[src/rtl/lane_align_pkg.sv]
package lane_align_pkg;
  localparam int LANE_W    = 8;
  localparam int NUM_LANES = 4;
  localparam int WORD_W    = LANE_W * NUM_LANES;
  localparam int OFF_W     = $clog2(NUM_LANES);

  typedef struct packed {
    logic [OFF_W-1:0]     rotSel;   // rotate right by rotSel lanes
    logic                 maskByte; // keep only lane 0 of the rotated word
    logic                 repByte;  // replicate low byte on store
    logic [NUM_LANES-1:0] laneEn;   // write enables
  } steerCtl_t;
endpackage

[src/rtl/lane_align_ctrl.sv]
module lane_align_ctrl
  import lane_align_pkg::*;
(
  input  logic             accByte,
  input  logic [OFF_W-1:0] addrLo,
  input  logic             bigEndian,
  input  logic             storeEn,
  output steerCtl_t        ctl
);
  logic [OFF_W-1:0] laneIdx;

  // Physical lane holding the addressed byte
  assign laneIdx = bigEndian ? OFF_W'(NUM_LANES - 1) - addrLo : addrLo;

  always_comb begin
    ctl          = '0;
    ctl.maskByte = accByte;
    ctl.repByte  = accByte;
    // A byte load brings the addressed lane to lane 0; a word load
    // rotates right by the offset in both orders.
    ctl.rotSel   = accByte ? laneIdx : addrLo;
    if (storeEn) begin
      if (accByte) ctl.laneEn[laneIdx] = 1'b1;
      else         ctl.laneEn = '1;
    end
  end
endmodule

[src/rtl/lane_align_dp.sv]
module lane_align_dp
  import lane_align_pkg::*;
(
  input  steerCtl_t            ctl,
  input  logic [WORD_W-1:0]    busRdata,
  input  logic [WORD_W-1:0]    regWdata,
  output logic [WORD_W-1:0]    loadNext,
  output logic [WORD_W-1:0]    wdataNext,
  output logic [NUM_LANES-1:0] enNext
);
  logic [WORD_W-1:0] rotWord;

  always_comb begin
    rotWord = '0;
    for (int i = 0; i < NUM_LANES; i++) begin
      rotWord[i*LANE_W +: LANE_W] =
        busRdata[((i + int'(ctl.rotSel)) % NUM_LANES)*LANE_W +: LANE_W];
    end
  end

  assign loadNext = ctl.maskByte ? {{(WORD_W-LANE_W){1'b0}}, rotWord[LANE_W-1:0]}
                                 : rotWord;

  genvar g;
  generate
    for (g = 0; g < NUM_LANES; g++) begin : gLane
      assign wdataNext[g*LANE_W +: LANE_W] =
        ctl.repByte ? regWdata[LANE_W-1:0] : regWdata[g*LANE_W +: LANE_W];
    end
  endgenerate

  assign enNext = ctl.laneEn;
endmodule

[src/rtl/lane_align_unit.sv]
module lane_align_unit
  import lane_align_pkg::*;
#(
  parameter bit REG_OUT = 1'b1
) (
  input  logic                 clk,
  input  logic                 rstN,
  input  logic                 accByte,
  input  logic [OFF_W-1:0]     addrLo,
  input  logic                 bigEndian,
  input  logic                 storeEn,
  input  logic [WORD_W-1:0]    busRdata,
  input  logic [WORD_W-1:0]    regWdata,
  output logic [WORD_W-1:0]    loadResult,
  output logic [WORD_W-1:0]    busWdata,
  output logic [NUM_LANES-1:0] byteEn
);
  steerCtl_t             ctl;
  logic [WORD_W-1:0]     loadNext;
  logic [WORD_W-1:0]     wdataNext;
  logic [NUM_LANES-1:0]  enNext;

  lane_align_ctrl i_ctrl (
    .accByte(accByte), .addrLo(addrLo), .bigEndian(bigEndian),
    .storeEn(storeEn), .ctl(ctl)
  );

  lane_align_dp i_dp (
    .ctl(ctl), .busRdata(busRdata), .regWdata(regWdata),
    .loadNext(loadNext), .wdataNext(wdataNext), .enNext(enNext)
  );

  generate
    if (REG_OUT) begin : gReg
      always_ff @(posedge clk) begin
        if (!rstN) begin
          loadResult <= '0;
          busWdata   <= '0;
          byteEn     <= '0;
        end else begin
          loadResult <= loadNext;
          busWdata   <= wdataNext;
          byteEn     <= enNext;
        end
      end

      AST_REG_DELAY: assert property (@(posedge clk) disable iff (!rstN)
        $past(rstN) |-> loadResult == $past(loadNext) && byteEn == $past(enNext)
                        && busWdata == $past(wdataNext));
    end else begin : gComb
      assign loadResult = loadNext;
      assign busWdata   = wdataNext;
      assign byteEn     = enNext;
    end
  endgenerate

  AST_BYTE_ZERO_FILL: assert property (@(posedge clk) disable iff (!rstN)
    accByte |-> loadNext[WORD_W-1:LANE_W] == '0);

  AST_BYTE_REPLICATE: assert property (@(posedge clk) disable iff (!rstN)
    accByte |-> wdataNext == {NUM_LANES{regWdata[LANE_W-1:0]}});

  AST_WORD_PASS: assert property (@(posedge clk) disable iff (!rstN)
    !accByte |-> wdataNext == regWdata);

  AST_ALIGNED_WORD: assert property (@(posedge clk) disable iff (!rstN)
    (!accByte && addrLo == '0) |-> loadNext == busRdata);

  AST_EN_ONE_LANE: assert property (@(posedge clk) disable iff (!rstN)
    (storeEn && accByte) |-> $countones(enNext) == 1);

  AST_EN_ALL_LANES: assert property (@(posedge clk) disable iff (!rstN)
    (storeEn && !accByte) |-> enNext == '1);

  AST_EN_IDLE: assert property (@(posedge clk) disable iff (!rstN)
    !storeEn |-> enNext == '0);
endmodule

[config.mk]
export PLATFORM = sky130hd
export DESIGN_NAME = lane_align_unit
export DESIGN_NICKNAME = d
export VERILOG_FILES = /design/src/rtl/lane_align_pkg.sv /design/src/rtl/lane_align_ctrl.sv /design/src/rtl/lane_align_dp.sv /design/src/rtl/lane_align_unit.sv
export SDC_FILE = /design/constraint.sdc
export NUM_CORES = 1
export LEC_CHECK = 0
export ABC_AREA = 0
export ABC_CLOCK_PERIOD_IN_PS = 1500
export BUFFER_PORTS_ARGS = -buffer_cell sky130_fd_sc_hd__buf_2
export CORE_MARGIN = 10
export CORE_UTILIZATION = 41
export CTS_CLUSTER_DIAMETER = 30
export DETAILED_ROUTE_END_ITERATION = 8
export PLACE_DENSITY = 0.75
export SETUP_SLACK_MARGIN = 0.15
export SYNTH_ARGS = -nofsm -noshare
export SYNTH_HDL_FRONTEND = slang
export SYNTH_SLANG_ARGS = --single-unit
[constraint.sdc]
create_clock -name clk -period 1.5 [get_ports clk]
set_clock_uncertainty 0.15 [all_clocks]
set_input_delay 0.15 -clock clk [delete_from_list [all_inputs] [get_ports clk]]
set_output_delay 0.15 -clock clk [all_outputs]
set_load 0.005 [all_outputs]
# [After elaboration in Yosys (flattened, before gate mapping)]
# Index checks and enable logic that the tools add are counted.
[totals] regBits=68 input_bits=71 output_inout_bits=68
[op_classes] addsub=4 order_cmp=2 shifts=4 mux=8 bitwise=4 n_reduce_logical=6
[ops] op="variable part select 32 x 6 -> 8 bit" n=4
[ops] op="2-to-1 mux 8 bit" n=3
[ops] op="OR reduction 2 bit" n=4
[ops] op="adder 2 bit, first input constant" n=2
[ops] op="2-to-1 mux 2 bit" n=2
[ops] op="2-to-1 mux 4 bit" n=1
[ops] op="bitwise AND 1 bit, first input constant" n=3
[ops] op="< comparator 2 x 3 -> 1 bit, second input constant" n=1
[ops] op="adder 1 x 2 -> 2 bit, first input constant" n=1
[ops] op="demux 1 bit (select 2 bit)" n=1
[ops] op=">= comparator 2 x 1 -> 1 bit, second input constant" n=1
[ops] op="AND reduction 2 bit" n=1
[ops] op="subtractor 2 bit, first input constant" n=1
[ops] op="logical AND 1 bit" n=1
[ops] op="2-to-1 mux 1 bit" n=1
[ops] op="NOT 1 bit" n=1

# [Longest topological paths before layout]
# Gate-level depths: netlist of the first run.
[depth] word_depth=7 depth_mapped=6

# [By module]
# Synthesis of the first run repeated with hierarchy kept, for this count alone.
[unflattened] hier_cells=305 hier_area_um2=3042.9
[modules_own_cells] mod="lane_align_unit" instances=1 cells_per_inst=143 area_per_inst_um2=1866.8
[modules_own_cells] mod="lane_align_dp" instances=1 cells_per_inst=148 area_per_inst_um2=1066.0
[modules_own_cells] mod="lane_align_ctrl" instances=1 cells_per_inst=14 area_per_inst_um2=110.1

# [Worst setup path after synthesis of the first run]
# No wires, ideal clock.
[synth_timing] path_kind="input to register" startpoint="in bigEndian" endpoint="reg loadResult[23]" t_arrival_ns=1.188 required_time_ns=1.221 path_slack_ns=0.033 stages=6 n_path_buf=2 path_cell_list="and2_4 buf_6 xnor2_4 buf_12 mux2i_1 o22ai_1"
[synth_between] elab_chain_len=6
[synth_lines] item="from (decl)" line="lane_align_unit.sv:10" source="input logic bigEndian,"
[synth_lines] item="2-to-1 mux 2 bit (*)" line="lane_align_ctrl.sv:13" source="assign laneIdx = bigEndian ? OFF_W'(NUM_LANES - 1) - addrLo : addrLo;"
[synth_lines] item="2-to-1 mux 2 bit (*)" line="lane_align_ctrl.sv:21" source="ctl.rotSel = accByte ? laneIdx : addrLo;"
[synth_lines] item="adder 2 bit (*)" line="lane_align_dp.sv:17" source="busRdata[((i + int'(ctl.rotSel)) % NUM_LANES)*LANE_W +: LANE_W];"
[synth_lines] item="OR reduction 2 bit (no source line)"
[synth_lines] item="bitwise AND 1 bit (no source line)"
[synth_lines] item="variable part select 32 x 6 -> 8 bit (*)" line="lane_align_dp.sv:17"
[synth_lines] item="to (signal assigned)" line="lane_align_unit.sv:41" source="loadResult <= loadNext;"
[synth_lines] item="to (decl)" line="lane_align_unit.sv:14" source="output logic [WORD_W-1:0] loadResult,"
# Every way passes the cells marked *; elsewhere a longest branch is shown, timed or not.
# A chain may end at the register's enable or synchronous reset.

# [Worst setup path in the final report of the first run]
[layout_timing] startpoint="in bigEndian" endpoint="reg loadResult[20]"
# The elaborated chain is that of the path after synthesis.

==> flow_metrics.env, run 1 <==
export IMPL_grt_usage_pct=18.6
export IMPL_antenna_found_initial=2
export IMPL_slew_violations=0
export IMPL_ios=139
export IMPL_synth_xor_xnor_area_share_pct=1.58
export IMPL_synth_largest_area_cell="dfxtp_1"
export IMPL_cts_sinks=68
export IMPL_seq_area_sq_um=1360
export IMPL_p_leak_nw=1.97
export IMPL_arrival_ns=1.27
export IMPL_ctsResizeCount=0
export IMPL_synth_compound_area_share_pct=28.1
export IMPL_grt_overflow=0
export IMPL_cap_violations=0
export IMPL_ant_nets=0
export IMPL_path_class="input port to flop"
export IMPL_via_per_inst=5.39
export IMPL_syn_to_final_growth_pct=53.0
export IMPL_gp_congestion=0.961
export IMPL_hold_viol_final=0
export IMPL_synth_edf_count=0
export IMPL_drive_gt1_share_pct=39.4
export IMPL_clockBufferDepth=2
export IMPL_min_period_over_period_pct=80.0
export IMPL_endpoint_kind="flop"
export IMPL_cts_setup_buffers=0
export IMPL_placed_area_sq_um=3740
export IMPL_placed_cells_incl_taps=506
export IMPL_netlist_area_sq_um=2850
export IMPL_yosysMostFrequentCell="dfxtp_1"
export IMPL_h_tree_depth=3
export IMPL_hold_depth=3
export IMPL_cp_max_fo=16
export IMPL_fillers=543
export IMPL_status="completed"
export IMPL_cp_start_kind="input port"
export IMPL_grt_pass1_wl_microns=15400
export IMPL_drt_total_wl_microns=10300
export IMPL_synth_adder_area_share_pct=0
export IMPL_max_freq_ghz=0.833
export IMPL_yosysWarnings=0
export IMPL_crit_end="loadResult[20]$_SDFF_PP0_"
export IMPL_async_flop_share_pct=0
export IMPL_start_util_pct=42.0
export IMPL_via_count=3024
export IMPL_dieArea_sq_um=10700
export IMPL_grt_pass1_vias=3072
export IMPL_worstHoldStart="busRdata[0]"
export IMPL_multi_input_area_sq_um=1420
export IMPL_path_clk_slew_ns=0.07
export IMPL_ys_types=26
export IMPL_layoutNonFillerInstCount=561
export IMPL_yosys_area_top_type_share_pct=47.7
export IMPL_synth_ff_type="dfxtp_1"
export IMPL_setup_viol=0
export IMPL_final_area_sq_um=4370
export IMPL_die_y_microns=103
export IMPL_yosysSeqAreaShare_pct=47.7
export IMPL_synthTopCellsByArea="dfxtp_1 48%, o221ai_1 14%, a21boi_0 6.3%"
export IMPL_synth_top_family_by_area="compound AO/OA/AOI/OAI gates"
export IMPL_grt_max_degree=37
export IMPL_crit_path_start="bigEndian"
export IMPL_worst_pin_slew_ns=0.294
export IMPL_worstPathRequired_ns=1.57
export IMPL_fin_nets=530
export IMPL_ys_ff_latch=68
export IMPL_synth_cells=282
export IMPL_whs_ns=0.00928
export IMPL_final_util_pct=64.3
export IMPL_syn_nets=353
export IMPL_tritoncts="done"
export IMPL_cts_buffers=9
export IMPL_first_pass_iters=5
export IMPL_drtIter0Drc=247
export IMPL_cts_root_buf="clkbuf_8"
export IMPL_fp_coreArea_sq_um=6790
export IMPL_rsz0062_at_grt="no"
export IMPL_synth_simple_area_share_pct=11.8
export IMPL_wl_per_cell_microns=18.3
export IMPL_ir_drop_uv=690
export IMPL_dpl_hpwl_microns=7070
export IMPL_drc=0
export IMPL_synth_mux_area_share_pct=6.01
export IMPL_ys_top_cells_by_count="68 x dfxtp_1, 46 x o221ai_1, 26 x nand2b_1"
export IMPL_io_buffers=138
export IMPL_synth_avg_cell_area_sq_um=10.1
export IMPL_slew_headroom_pct=79.8
export IMPL_num_rows=30
export IMPL_min_period_ns=1.20
export IMPL_cellPowerDensity_nw_per_um2=1060
export IMPL_dieWidth_microns=103
export IMPL_hold_class="input port to flop"
layout make-up:
type	count	area share, %
multi-input combinational	189	32.6
sequential	68	31.2
timing repair buffer	191	28.0
clock buffer	10	2.92
tap	96	2.75
clock inverter	6	2.58
antenna	1	0.0573
what timing repair did:
item                                    CTS  global route
hold endpoints to repair                 39             0
hold buffers                             38             0
endpoints found under the setup margin    0             0
layout by cell type, fill, tap and decap left out, types with 16 or more instances in the layout:
| cell | n |
|---|---|
| mux2i_1 | 16 |
| o221ai_1 | 36 |
| a21oi_1 | 19 |
| a21boi_0 | 24 |
| nand2_1 | 17 |
| dfxtp_1 | 68 |
| dlygate4sd3_1 | 38 |
| buf_2 | 138 |
| nand2b_1 | 26 |
| o22ai_1 | 17 |
layer usage:
metal  part of all wire, %  global-route usage, %  routed length [microns]  vias to the layer above
met4                   3.7                   8.77                      384                        2
met1                    37                   19.2                     3790                     1418
met2                    50                   31.5                     5120                      139
met5                  0.11                      0                       11                        -
met3                   9.6                   8.64                      983                       31
li1                      -                      -                        -                     1434
worst min path at each step:
| stage | endpoint |
|---|---|
| 6_report | loadResult[8]$_SDFF_PP0_ |
| 5_1_grt | loadResult[8]$_SDFF_PP0_ |
| 4_1_cts | loadResult[8]$_SDFF_PP0_ |
| 3_5_place_dp | busWdata[3]$_SDFF_PN0_ |
| 3_3_place_gp | busWdata[5]$_SDFF_PN0_ |
| 2_1_floorplan | busWdata[0]$_SDFF_PN0_ |
worst max-delay path, cell delays in order:
cell and delay, ns:
buf_2 0.12, and2_4 0.18, xnor2_4 0.15, buf_12 0.19
mux2i_1 0.32, o22ai_1 0.15
state kept, by name, indices dropped and copies added (netlist names):
name / count
loadResult: 32
byteEn: 4
busWdata: 32
logic make-up (layout without fill, tap and decap cells):
kind of cell,after synthesis,in the layout
xor gates and xnor gates,3,3
other,0,1
buffers and inverters,25,207
muxes,17,17
AOI/OAI and AO/OA,109,109
DFF,68,68
and+or+nand+nor,60,60
power by group:
part | internal, mW | switching (mW)
logic | 0.420 | 0.431
clock network | 1.11 | 0.707
registers | 1.93 | 0.0303
total | 3.46 | 1.17
stage by stage:
step,power (mW),setup WS [ns],TNS (ns)
global placement,2.73,-0.00718,-0.00988
floorplan,2.39,0.0332,0
CTS,4.62,0.325,0
global route,4.79,0.250,0
finish,4.62,0.300,0
detailed placement,2.75,-0.0368,-0.100
(Power assumes the default switching activity.)
==> run 2, diff against run 1 <==
--- a/config.mk
+++ b/config.mk
@@ -6,13 +6,13 @@
 export NUM_CORES = 1
 export LEC_CHECK = 0
 export ABC_AREA = 0
-export ABC_CLOCK_PERIOD_IN_PS = 1500
+export ABC_CLOCK_PERIOD_IN_PS = 1190
 export BUFFER_PORTS_ARGS = -buffer_cell sky130_fd_sc_hd__buf_2
 export CORE_MARGIN = 10
-export CORE_UTILIZATION = 41
+export CORE_UTILIZATION = 46
 export CTS_CLUSTER_DIAMETER = 30
 export DETAILED_ROUTE_END_ITERATION = 8
-export PLACE_DENSITY = 0.75
+export PLACE_DENSITY = 0.8
 export SETUP_SLACK_MARGIN = 0.15
 export SYNTH_ARGS = -nofsm -noshare
 export SYNTH_HDL_FRONTEND = slang
==> constraint.sdc (replaced) <==
create_clock -name clk -period 1.19 [get_ports clk]
set_clock_uncertainty 0.15 [all_clocks]
set_input_delay 0.119 -clock clk [delete_from_list [all_inputs] [get_ports clk]]
set_output_delay 0.119 -clock clk [all_outputs]
set_load 0.005 [all_outputs]
==> run 2 against run 1 <==
The flow now finishes with violations (DRC, setup timing). Clock power grew 4%. Flip-flop and latch count unchanged. Setup slack lost 0.33 ns. Sequential power up 28%. Non-clock buffer count rose by 19. Critical endpoint is now loadResult[2]$_SDFF_PN0_. Sequential share of layout area fell by 3.3 points. Via count grew 11%. First-iteration DRC count grew 51%.
==> flow_metrics.env, run 2 (same netlist as run 1, synthesis figures left out) <==
export IMPL_grt_max_degree=33
export IMPL_critical_path_top_delay_family="buffers and inverters"
export IMPL_grt_pass1_vias=3226
export IMPL_violations="DRC, setup timing"
export IMPL_hold_class="input port to flop"
export IMPL_die_y_microns=98.8
export IMPL_fin_nets=550
export IMPL_h_tree_depth=3
export IMPL_rsz0062_at_grt="yes"
export IMPL_whs_ns=0.0142
export IMPL_drt_total_wl_microns=12500
export IMPL_cellPowerDensity_nw_per_um2=1160
export IMPL_hold_viol_final=0
export IMPL_cts_root_buf="clkbuf_8"
export IMPL_drtIter0Drc=373
export IMPL_syn_to_final_growth_pct=75.2
export IMPL_via_per_inst=5.99
export IMPL_cts_sinks=68
export IMPL_dieArea_sq_um=9750
export IMPL_slew_violations=0
export IMPL_met2_usage_pct=36.5
export IMPL_path_class="input port to flop"
export IMPL_max_stage_delay_ns=0.32
export IMPL_use_met3_pct=6.01
export IMPL_slew_headroom_pct=75.4
export IMPL_layout_commonest_cell="buf_2"
export IMPL_cts_buffers=9
export IMPL_ir_drop_uv=948
export IMPL_crit_path_start="bigEndian"
export IMPL_worstPathRequired_ns=1.24
export IMPL_cap_violations=0
export IMPL_clockBufferDepth=2
export IMPL_min_period_over_period_pct=103
export IMPL_cp_cell_sequence="buf_6 > and2_4 > xnor2_4 > clkbuf_16 > mux2i_1 > o22ai_1"
export IMPL_dpl_hpwl_microns=6890
export IMPL_endpoint_kind="flop"
export IMPL_final_cell_mix="105 x buf_2, 50 x dlygate4sd3_1, 44 x dfxtp_1, 30 x o221ai_2, 29 x buf_6"
export IMPL_ios=139
export IMPL_grt_usage_pct=20.3
export IMPL_dieWidth_microns=98.8
export IMPL_top_regs="busWdata x32, loadResult x32, byteEn x4"
export IMPL_ant_nets=0
export IMPL_arrival_ns=1.27
export IMPL_p_leak_nw=2.10
export IMPL_critical_path_buf_inv_count=2
export IMPL_setup_viol=2
export IMPL_first_pass_iters=7
export IMPL_crit_slowest_cell="mux2i_1"
export IMPL_drc=1
export IMPL_path_clk_slew_ns=0.07
export IMPL_via_count=3353
export IMPL_worst_pin_slew_ns=0.368
export IMPL_gr_usage_met1_pct=21.4
export IMPL_io_buffers=138
export IMPL_tritoncts="done"
export IMPL_antenna_found_initial=1
export IMPL_start_util_pct=47.9
export IMPL_power_mw=5.82
export IMPL_grt_pass1_wl_microns=16300
export IMPL_postLayoutSetupSlackWorst_ns=-0.0312
export IMPL_gp_congestion=0.787
export IMPL_wl_per_cell_microns=22.3
export IMPL_max_freq_ghz=0.819
export IMPL_cp_start_kind="input port"
export IMPL_worstHoldStart="busRdata[28]"
export IMPL_min_period_ns=1.22
export IMPL_drive_gt1_share_pct=52.8
export IMPL_grt_busiest_layer="met2"
export IMPL_num_rows=28
export IMPL_fp_coreArea_sq_um=5960
export IMPL_cp_max_fo=8
export IMPL_status="finished with violations"
export IMPL_grt_overflow=0
run 2: final timing paths:
check	endpoint	slack, ns	cells after the start
worst max-delay path	loadResult[2]$_SDFF_PN0_	-0.03	6
worst min-delay path	loadResult[4]$_SDFF_PN0_	0.01	3
run 2: where the power goes:
part / internal (mW) / leakage (nW) / switching [mW]
combinational: 0.739 / 1.44 / 0.689
clock: 1.01 / 0.0914 / 0.870
sequential: 2.44 / 0.571 / 0.0625
total: 4.19 / 2.10 / 1.62
run 2: area by class of cell:
cell class | count | area, sq um
well taps | 75 | 93.8
multi-input cells | 190 | 1700
flip-flops and latches | 68 | 1390
repair buffers | 210 | 1620
clock buffers | 11 | 141
diodes | 2 | 5.00
clock inverters | 4 | 50.0
fillers | 305 | 956
run 2: timing repair:
item,4_1_cts,5_1_grt
endpoints found under the hold margin,51,0
pin swaps,0,17
resized for setup,21,89
buffers inserted,0,1
hold buffers,50,0
endpoints found under the setup margin,27,95
gates cloned,1,1
run 2: worst min-delay path, cell delays in order:
cell     delay [ns]
buf_2          0.15
mux2i_4        0.08
o22ai_1        0.10
run 2: metrics by stage:
| stage | setup WS (ns) | cell area [sq um] | instances | TNS (ns) | utilization, % |
|---|---|---|---|---|---|
| global placement | -0.188 | 3770 | 490 | -5.31 | 63.3 |
| global route | -0.0750 | 5000 | 559 | -0.198 | 83.9 |
| detailed placement | -0.221 | 3770 | 490 | -6.24 | 63.3 |
| floorplan | -0.246 | 2950 | 282 | -5.71 | - |
| CTS | 0.120 | 4540 | 556 | 0 | 76.2 |
| finish | -0.0312 | 5000 | 560 | -0.0603 | 83.9 |
run 2: per-layer routing:
layer	part of all wire [%]	routed length, microns
met3	8.4	1050
met5	0	0
met4	4.0	506
met2	53	6650
met1	34	4300
==> run 3, diff against run 2 <==
--- a/config.mk
+++ b/config.mk
@@ -6,8 +6,9 @@
 export NUM_CORES = 1
 export LEC_CHECK = 0
 export ABC_AREA = 0
-export ABC_CLOCK_PERIOD_IN_PS = 1190
+export ABC_CLOCK_PERIOD_IN_PS = 1300
 export BUFFER_PORTS_ARGS = -buffer_cell sky130_fd_sc_hd__buf_2
+export CORE_ASPECT_RATIO = 1.1
 export CORE_MARGIN = 10
 export CORE_UTILIZATION = 46
 export CTS_CLUSTER_DIAMETER = 30
==> constraint.sdc (replaced) <==
create_clock -name clk -period 1.3 [get_ports clk]
set_clock_uncertainty 0.15 [all_clocks]
set_input_delay 0.13 -clock clk [delete_from_list [all_inputs] [get_ports clk]]
set_output_delay 0.13 -clock clk [all_outputs]
set_load 0.005 [all_outputs]
==> run 3 against run 2 <==
The flow now finishes without violations. Final cell count is 0.54% lower. Die area hardly changed. Flip-flop and latch count stayed put. Worst hold slack worse by 0.00089 ns. Highest routed layer unchanged.
==> flow_metrics.env, run 3 (same netlist as run 1, synthesis figures left out) <==
export IMPL_syn_to_final_growth_pct=55.1
export IMPL_dieWidth_microns=95.1
export IMPL_hold_viol_final=0
export IMPL_wl_met1_microns=3620
export IMPL_drc=0
export IMPL_min_period_ns=1.09
export IMPL_ir_drop_uv=679
export IMPL_slew_violations=0
export IMPL_whs_ns=0.0133
export IMPL_path_clk_slew_ns=0.07
export IMPL_fp_coreArea_sq_um=6120
export IMPL_cts_sinks=68
export IMPL_final_cell_mix="138 x buf_2, 68 x dfxtp_1, 52 x dlygate4sd3_1, 42 x o221ai_1, 26 x nand2b_1"
export IMPL_first_pass_iters=5
export IMPL_cap_violations=0
export IMPL_grt_usage_pct=20.3
export IMPL_setup_viol=0
export IMPL_antenna_found_initial=0
export IMPL_rsz0062_at_grt="no"
export IMPL_layout_commonest_cell="buf_2"
export IMPL_hold_class="input port to flop"
export IMPL_path_class="flop to output port"
export IMPL_route_met3_wl_microns=1420
export IMPL_dieArea_sq_um=9760
export IMPL_diodes=0
export IMPL_min_period_over_period_pct=83.6
export IMPL_via_per_inst=5.54
export IMPL_fin_nets=544
export IMPL_slew_headroom_pct=78.3
export IMPL_drt_total_wl_microns=10100
export IMPL_grt_pass1_wl_microns=15700
export IMPL_top_regs="busWdata x32, loadResult x32, byteEn x4"
export IMPL_final_area_sq_um=4430
export IMPL_arrival_ns=0.81
export IMPL_status="completed"
export IMPL_layoutNonFillerInstCount=557
export IMPL_tritoncts="done"
export IMPL_via_count=3086
export IMPL_die_y_microns=103
export IMPL_endpoint_kind="output port"
export IMPL_placed_area_sq_um=3710
export IMPL_wl_met2_microns=4860
export IMPL_cp_start_kind="flop"
export IMPL_start_util_pct=46.6
export IMPL_power_mw=4.96
export IMPL_cp_max_fo=1
export IMPL_highest_layer="met4"
export IMPL_grt_pass1_vias=3126
export IMPL_drive_gt1_share_pct=37.3
export IMPL_drtIter0Drc=204
export IMPL_ant_nets=0
export IMPL_io_buffers=138
export IMPL_p_leak_nw=2.01
export IMPL_clockBufferDepth=2
export IMPL_cts_root_buf="clkbuf_8"
export IMPL_worstPathRequired_ns=1.02
export IMPL_gp_congestion=0.849
export IMPL_critical_path_top_delay_family="flip-flops"
export IMPL_crit_slowest_cell="dfxtp_1"
export IMPL_max_stage_delay_ns=0.33
export IMPL_grt_overflow=0
export IMPL_cellPowerDensity_nw_per_um2=1120
export IMPL_placed_cells_incl_taps=490
export IMPL_cp_cell_sequence="buf_2"
export IMPL_wl_per_cell_microns=18.1
export IMPL_grt_max_degree=33
export IMPL_ios=139
export IMPL_h_tree_depth=3
export IMPL_num_rows=30
export IMPL_worst_pin_slew_ns=0.324
export IMPL_dpl_hpwl_microns=6690
export IMPL_critical_path_buf_inv_count=1
export IMPL_cts_buffers=9
export IMPL_max_freq_ghz=0.920
export IMPL_finalSetupTns_ns=0
## run 3: cell types whose count changed in the layout (fill, tap and decap cells not counted), sizes merged, moves of 2 or more
| cell | before | now |
|---|---|---|
| buf | 158 | 153 |
| clkbuf | 13 | 10 |
| diode | 2 | 0 |
| clkinv | 1 | 3 |
| dlygate4sd3 | 50 | 52 |
## run 3: timing repair
action                     4_1_cts  5_1_grt
setup endpoints to repair        0        1
hold endpoints to repair        54        0
gates resized for setup          0        1
setup buffers                    0        0
hold buffers                    52        0
## run 3: path summary, 6_finish.rpt
path | from | to | slack [ns] | cells past startpoint
setup / recovery | busWdata[30]$_SDFF_PN0_ | busWdata[30] | 0.21 | 1
hold / removal | busRdata[17] | loadResult[25]$_SDFF_PP0_ | 0.01 | 3
## run 3: metrics by stage
stage	setup WS [ns]	util (%)
floorplan	-0.147	-
global placement	-0.102	60.7
detailed placement	-0.128	60.7
CTS	0.204	72.3
global route	0.158	72.4
finish	0.213	72.4
## run 3: cell type report
type,count,area [sq um]
Timing Repair Buffer,205,1390
Clock buffer,10,138
Multi-Input combinational cell,189,1390
Fill cell,423,1690
Sequential cell,68,1360
Clock inverter,5,52.6
Tap cell,80,100
## run 3: routing by layer
| metal | up-vias | global-route usage, % |
|---|---|---|
| li1 | 1454 | - |
| met1 | 1404 | 21.7 |
| met2 | 205 | 33.3 |
| met3 | 23 | 10.6 |
| met4 | 0 | 7.49 |
| met5 | - | 0 |
## run 3: power by group
group / switching (mW) / total, mW / internal, mW
logic: 0.485 / 1.00 / 0.518
clock network: 0.778 / 1.70 / 0.917
registers: 0.0382 / 2.26 / 2.23
total: 1.30 / 4.96 / 3.66
